==> config.mk <==
export PLATFORM = sky130hd
export DESIGN_NAME = sat_cmd_acc
export DESIGN_NICKNAME = d
export VERILOG_FILES = /design/src/rtl/sat_acc_pkg.sv /design/src/rtl/acc_rst_sync.sv /design/src/rtl/acc_addsub_core.sv /design/src/rtl/acc_clamp_sel.sv /design/src/rtl/sat_cmd_acc.sv
export SDC_FILE = /design/constraint.sdc
export NUM_CORES = 1
export LEC_CHECK = 0
export BUFFER_PORTS_ARGS = -buffer_cell sky130_fd_sc_hd__buf_2
export CAP_MARGIN = 15
export CORE_MARGIN = 2
export CORE_UTILIZATION = 44
export DETAILED_ROUTE_END_ITERATION = 8
export PLACE_DENSITY = 0.7
export SYNTH_ARGS = -nofsm -noshare
export SYNTH_HDL_FRONTEND = slang
export SYNTH_HIERARCHICAL = 1
export SYNTH_SLANG_ARGS = --single-unit
==> constraint.sdc <==
create_clock -name clk_i -period 0.8 [get_ports clk_i]
set_clock_uncertainty 0.1 [all_clocks]
set_input_delay 0.16 -clock clk_i [delete_from_list [all_inputs] [get_ports clk_i]]
set_output_delay 0.16 -clock clk_i [all_outputs]
set_load 0.01 [all_outputs]
==> src/rtl/sat_acc_pkg.sv <==
package sat_acc_pkg;

  typedef enum logic {
    OP_ADD = 1'b0,
    OP_SUB = 1'b1
  } acc_op_e;

  typedef struct packed {
    logic hi;
    logic lo;
  } clamp_flags_t;

endpackage

==> src/rtl/acc_rst_sync.sv <==
module acc_rst_sync #(
  parameter int STAGES = 2
) (
  input  logic clk_i,
  input  logic rst_ni,
  output logic rst_no
);

  logic [STAGES-1:0] chain_q;

  always_ff @(posedge clk_i or negedge rst_ni) begin
    if (!rst_ni) begin
      chain_q <= '0;
    end else begin
      chain_q <= {chain_q[STAGES-2:0], 1'b1};
    end
  end

  assign rst_no = chain_q[STAGES-1];

endmodule

==> src/rtl/acc_addsub_core.sv <==
module acc_addsub_core #(
  parameter int W = 12
) (
  input  logic [W-1:0] a_i,
  input  logic [W-1:0] b_i,
  input  logic         sub_i,
  output logic [W-1:0] sum_o,
  output logic         c_top_in_o,
  output logic         c_top_out_o
);

  localparam int LW = W - 1;

  logic [W-1:0] b_eff;
  logic [LW:0]  low_sum;
  logic [1:0]   top_sum;

  // subtraction: inverted operand plus carry-in of one
  assign b_eff = b_i ^ {W{sub_i}};

  always_comb begin
    low_sum = {1'b0, a_i[LW-1:0]} + {1'b0, b_eff[LW-1:0]} + {{LW{1'b0}}, sub_i};
    top_sum = {1'b0, a_i[W-1]} + {1'b0, b_eff[W-1]} + {1'b0, low_sum[LW]};
  end

  assign sum_o       = {top_sum[0], low_sum[LW-1:0]};
  assign c_top_in_o  = low_sum[LW];
  assign c_top_out_o = top_sum[1];

endmodule

==> src/rtl/acc_clamp_sel.sv <==
module acc_clamp_sel
  import sat_acc_pkg::*;
#(
  parameter int W = 12
) (
  input  logic [W-1:0]  sum_i,
  input  logic          ovf_i,
  input  logic          neg_dir_i,
  input  logic          wrap_i,
  output logic [W-1:0]  res_o,
  output clamp_flags_t  flags_o
);

  localparam logic [W-1:0] LIM_HI = {1'b0, {(W-1){1'b1}}};
  localparam logic [W-1:0] LIM_LO = {1'b1, {(W-1){1'b0}}};

  always_comb begin
    res_o   = sum_i;
    flags_o = '0;
    if (ovf_i && !wrap_i) begin
      if (neg_dir_i) begin
        res_o      = LIM_LO;
        flags_o.lo = 1'b1;
      end else begin
        res_o      = LIM_HI;
        flags_o.hi = 1'b1;
      end
    end
  end

endmodule

==> src/rtl/sat_cmd_acc.sv <==
module sat_cmd_acc
  import sat_acc_pkg::*;
#(
  parameter int W = 12
) (
  input  logic         clk_i,
  input  logic         rst_ni,
  input  logic         load_i,
  input  logic [W-1:0] load_val_i,
  input  logic         step_i,
  input  logic         op_sub_i,
  input  logic         wrap_mode_i,
  input  logic [W-1:0] delta_i,
  output logic [W-1:0] cmd_o,
  output logic         sat_hi_o,
  output logic         sat_lo_o
);

  localparam logic [W-1:0] CMD_MAX = {1'b0, {(W-1){1'b1}}};
  localparam logic [W-1:0] CMD_MIN = {1'b1, {(W-1){1'b0}}};

  logic         rst_sync_n;
  logic [W-1:0] cmd_q, cmd_d;
  clamp_flags_t flg_q, flg_d;
  logic [W-1:0] raw_sum, step_res;
  logic         c_in, c_out, ovf, upd_en;
  clamp_flags_t step_flags;
  acc_op_e      op;

  assign op = acc_op_e'(op_sub_i);

  acc_rst_sync #(.STAGES(2)) u_rst (
    .clk_i  (clk_i),
    .rst_ni (rst_ni),
    .rst_no (rst_sync_n)
  );

  acc_addsub_core #(.W(W)) u_core (
    .a_i         (cmd_q),
    .b_i         (delta_i),
    .sub_i       (op == OP_SUB),
    .sum_o       (raw_sum),
    .c_top_in_o  (c_in),
    .c_top_out_o (c_out)
  );

  // unified overflow for add and subtract
  assign ovf = c_in ^ c_out;

  acc_clamp_sel #(.W(W)) u_clamp (
    .sum_i     (raw_sum),
    .ovf_i     (ovf),
    .neg_dir_i (cmd_q[W-1]),
    .wrap_i    (wrap_mode_i),
    .res_o     (step_res),
    .flags_o   (step_flags)
  );

  assign upd_en = load_i | step_i;

  always_comb begin
    if (load_i) begin
      cmd_d = load_val_i;
      flg_d = '0;
    end else begin
      cmd_d = step_res;
      flg_d = step_flags;
    end
  end

  always_ff @(posedge clk_i or negedge rst_sync_n) begin
    if (!rst_sync_n) begin
      cmd_q <= '0;
      flg_q <= '0;
    end else if (upd_en) begin
      cmd_q <= cmd_d;
      flg_q <= flg_d;
    end
  end

  assign cmd_o    = cmd_q;
  assign sat_hi_o = flg_q.hi;
  assign sat_lo_o = flg_q.lo;

  // carry-based detection agrees with the operand-sign rule
  p_ovf_sign_rule_r5: assert property (@(posedge clk_i) disable iff (!rst_sync_n)
    ovf == ((cmd_q[W-1] == (delta_i[W-1] ^ op_sub_i)) && (raw_sum[W-1] != cmd_q[W-1])));

  p_flags_excl_r6: assert property (@(posedge clk_i) disable iff (!rst_sync_n)
    !(sat_hi_o && sat_lo_o));

  p_hi_at_max_r6: assert property (@(posedge clk_i) disable iff (!rst_sync_n)
    sat_hi_o |-> cmd_o == CMD_MAX);

  p_lo_at_min_r6: assert property (@(posedge clk_i) disable iff (!rst_sync_n)
    sat_lo_o |-> cmd_o == CMD_MIN);

  p_load_r2: assert property (@(posedge clk_i) disable iff (!rst_sync_n)
    load_i |=> (cmd_o == $past(load_val_i)) && !sat_hi_o && !sat_lo_o);

  p_idle_hold_r9: assert property (@(posedge clk_i) disable iff (!rst_sync_n)
    (!load_i && !step_i) |=> $stable(cmd_o) && $stable(sat_hi_o) && $stable(sat_lo_o));

  p_no_flip_r5: assert property (@(posedge clk_i) disable iff (!rst_sync_n)
    (!load_i && step_i && !wrap_mode_i && cmd_o == CMD_MAX && !op_sub_i && !delta_i[W-1])
      |=> cmd_o == CMD_MAX);

  p_wrap_noflag_r7: assert property (@(posedge clk_i) disable iff (!rst_sync_n)
    (!load_i && step_i && wrap_mode_i) |=> !sat_hi_o && !sat_lo_o);

endmodule

==> results by group <==
Worst setup path
  – Crit path required time: between 0.8 and 0.9 ns
  – CP cell instances: ha_4 > nand3_2 > o2111a_1 > nor3_2 > o22ai_2 > fa_2 > inv_4 > xor2_4 > nand2b_4 > mux2_2 > mux2i_1 > o21ai_1
  – Critical path class: reg -> reg
  – Worst Setup Start Kind: flop
  – CP Buf/Inv Count: 1
  – CP Max Fanout: 13
  – Nature of the critical path endpoint: flop
  – CP max-delay cell: dfrtp_2
  – Family with the most delay on the worst path: adder cells
  – Critical Path Max Stage Delay: 0.45 ns
  – Worst Path Arrival: slightly above 3 ns

Yosys
  – Synth async-reset ratio: 100.0%
  – Number of synthesized flops with an enable pin: 0
  – Seq/Total Area, Yosys: 26.58%
  – Top_reg_cell synth: dfrtp_1
  – Yosys reg bits: 16
  – Ys Warns: 6
  – Yosys cell types: 33
  – Synth Area per Inst: slightly above 9 sq um
  – Mapped Area: 1506 sq um
  – Synth Net Count: 206
  – Post-synthesis cell count: 164

Placed design
  – IO Port Bufs: 43
  – Final HPWL from detailed placement: 3.050 mm
  – Routability-driven placement congestion ratio: 0.8454

Clocking
  – CTS tree: done
  – Max H-tree Level: 1
  – Clk_lat worst skew: 0.29 ns
  – Worst-path clk slew: 0.09 ns
  – Bufs on Longest Clock Path: 2
  – Total CTS buffers: 3
  – Root Buffer: clkbuf_4
  – Hold bufs inserted after CTS: 1
  – CTS sink cnt: 16

Pwr
  – Peak supply drop: 0.001716 V
  – Clock share of power: 5.4%
  – Internal cell power: 4643 uW
  – Comb pwr share: 78.6%
  – Design Power: 7773 uW
  – Pwr/cell area: 3292 nW/um^2
  – P_leak: 0.001212 uW
  – Switch share: 40.27%
  – Flop pwr share: between 10% and 20%
  – Switch Pwr: 3130 uW

Drt
  – WL/cell: 13.97 um
  – DRT Pass-1 Iters: 4
  – WL final: 4.219 mm
  – DRC viols: 0
  – DR iter-0 viols: 49
  – Routed Antenna Nets: 0
  – DR vias: ~1500
  – Routed vias/inst: 4.937

Cells and area
  – Ratio of cells with drive above 1 in the final layout: between 40% and 50%
  – Final core occ: 71.32%
  – Ant. Diodes: 0
  – Most frequent cells in the layout: 40 x buf_4, 31 x buf_2, 22 x buf_6
  – Most common cell after layout, fill and taps aside: buf_4
  – Final nets: 300
  – Area delta synth->final: 56.73%

Floorplanning
  – Initial core utilization: 45.50%
  – Num rows: 21
  – DIE WIDTH: about 63 um
  – Die Height: 62.51 um
  – Die area: 3908 sq um
  – Io pins: 44
  – Core region area: 3311 sq um

Global routing
  – Vias in the first global route: approximately 1500
  – First-pass GRT wire length: 6.851 mm
  – Largest net degree at the start of global routing: 27
  – Overall global routing resource usage: 22.01%
  – Total gr overflow: 0
  – Initial antenna violation count: 0

Status
  – Failing checks: hold timing, setup timing
  – Status: complete, but fails checks

STA
  – Final cycle utilization of the critical path: 377.9%
  – Fmax: approximately 330 MHz
  – Setup Viol. Count Final: 28
  – Unrepaired setup endpoints after global routing: yes
  – Hold Slack: -0.02044 ns
  – Fin. max-slew vios: 0
  – Final Hold Violating Endpoints: 10
  – Fin crit period: a little over 3 ns
  – Worst setup margin: -2.223 ns

Run
  – Max capacitance violation total: 0

Hold path
  – Hold Crit Class: in -> reg
==> power by group through the flow <==
stage,sequential [uW],combinational [uW],clock (uW)
2_1_floorplan,1330,3090,0
3_3_place_gp,1180,4990,0
3_5_place_dp,1190,5080,0
4_1_cts,1210,5710,436
5_1_grt,1270,6620,471
6_report,1240,6110,419
==> cell type report <==
cell class / instances / area (sq um)
Clock buffer: 3 / 22.52
Fill cell: 252 / 949.7
Timing Repair Buffer: 96 / 753.2
Tap cell: 46 / 57.56
Multi-Input combinational cell: 133 / 1094
Inverter: 8 / 32.53
Sequential cell: 16 / 401.6
==> metal layers <==
| layer | wire [um] | track usage (%) |
|---|---|---|
| met5 | 0 | 0 |
| met3 | 152 | 2.523 |
| met2 | 1978 | 36.02 |
| met1 | 1994 | 30.10 |
| met4 | 94 | 7.778 |
==> registers in the layout, indices dropped and copies added, names as in the netlist <==
register / flops
cmd_o: 12
sat_lo_o: 1
sat_hi_o: 1
u_rst/chain_q: 2
==> timing repair <==
item                                   4_1_cts  5_1_grt
buffers inserted                             6       10
resized for setup                           25       11
setup endpoints to repair                   28       28
endpoints found under the hold margin       14        1
pin swaps                                    1        3
cloned                                       0        0
==> synth_stat cells (2+ instances only) <==
cell,number,area share (%)
a21o_2,11,6.4
a21oi_1,4,1.3
buf_2,3,1.0
buf_6,3,2.2
dfrtp_1,16,27
fa_1,2,2.7
ha_1,10,8.3
inv_1,8,2.0
mux2i_1,15,10
nand2_1,15,3.7
nand3_1,7,2.3
nor2_1,12,3.0
nor2b_1,2,0.83
o21a_1,3,1.5
o21ai_0,7,2.3
o21ai_1,8,2.7
o22ai_1,2,0.83
or3_1,2,0.83
xnor2_1,7,4.1
xor2_1,14,8.1
==> kinds of logic (layout without fill, tap and decap cells) <==
group,Yosys count,in the layout,share of synthesized area [%]
XOR/XNOR,21,21,12.21
adder cells (fa/ha/maj),12,12,10.96
multiplexers,16,16,10.71
buffers and inverters,15,107,6.561
AND/OR/NAND/NOR,43,43,14.62
AO/OA/AOI/OAI,40,40,18.11
flip-flops,16,16,26.58
other,1,1,0.2489
==> through the flow <==
stage	setup TNS (ns)	setup slack [ns]	instance area, sq um	cells
floorplan	-28.45	-2.092	1538	164
global placement	-32.82	-2.296	2082	290
detailed placement	-33.61	-2.378	2082	290
CTS	-35.75	-2.204	2285	297
global route	-38.19	-2.358	2361	302
finish	-35.95	-2.223	2361	302
==> worst reg2reg max path, stage by stage, from the launching register on <==
cell and delay, ns:
dfrtp_2 0.45, ha_4 0.29, nand3_2 0.07, o2111a_1 0.27, nor3_2 0.23, o22ai_2 0.15, fa_2 0.40, inv_4 0.09
xor2_4 0.18, nand2b_4 0.13, mux2_2 0.30, mux2i_1 0.16, o21ai_1 0.07
==> path summary, 6_finish.rpt <==
path | endpoint | depth (start not counted) | from | slack [ns]
worst min-delay path | cmd_o[1]$_DFFE_PN0P_ | 3 | load_val_i[1] | -0.02
min in group asynchronous | u_rst/chain_q[0]$_DFF_PN0_ | 2 | rst_ni | 0.07
max in group asynchronous | cmd_o[2]$_DFFE_PN0P_ | 1 | u_rst/chain_q[1]$_DFF_PN0_ | 0.34
worst min register to register | cmd_o[5]$_DFFE_PN0P_ | 1 | u_rst/chain_q[1]$_DFF_PN0_ | 0.07
worst max register to register | cmd_o[11]$_DFFE_PN0P_ | 12 | cmd_o[2]$_DFFE_PN0P_ | -2.22
worst max-delay path | cmd_o[11]$_DFFE_PN0P_ | 12 | cmd_o[2]$_DFFE_PN0P_ | -2.22
(Power assumes the default switching activity.)
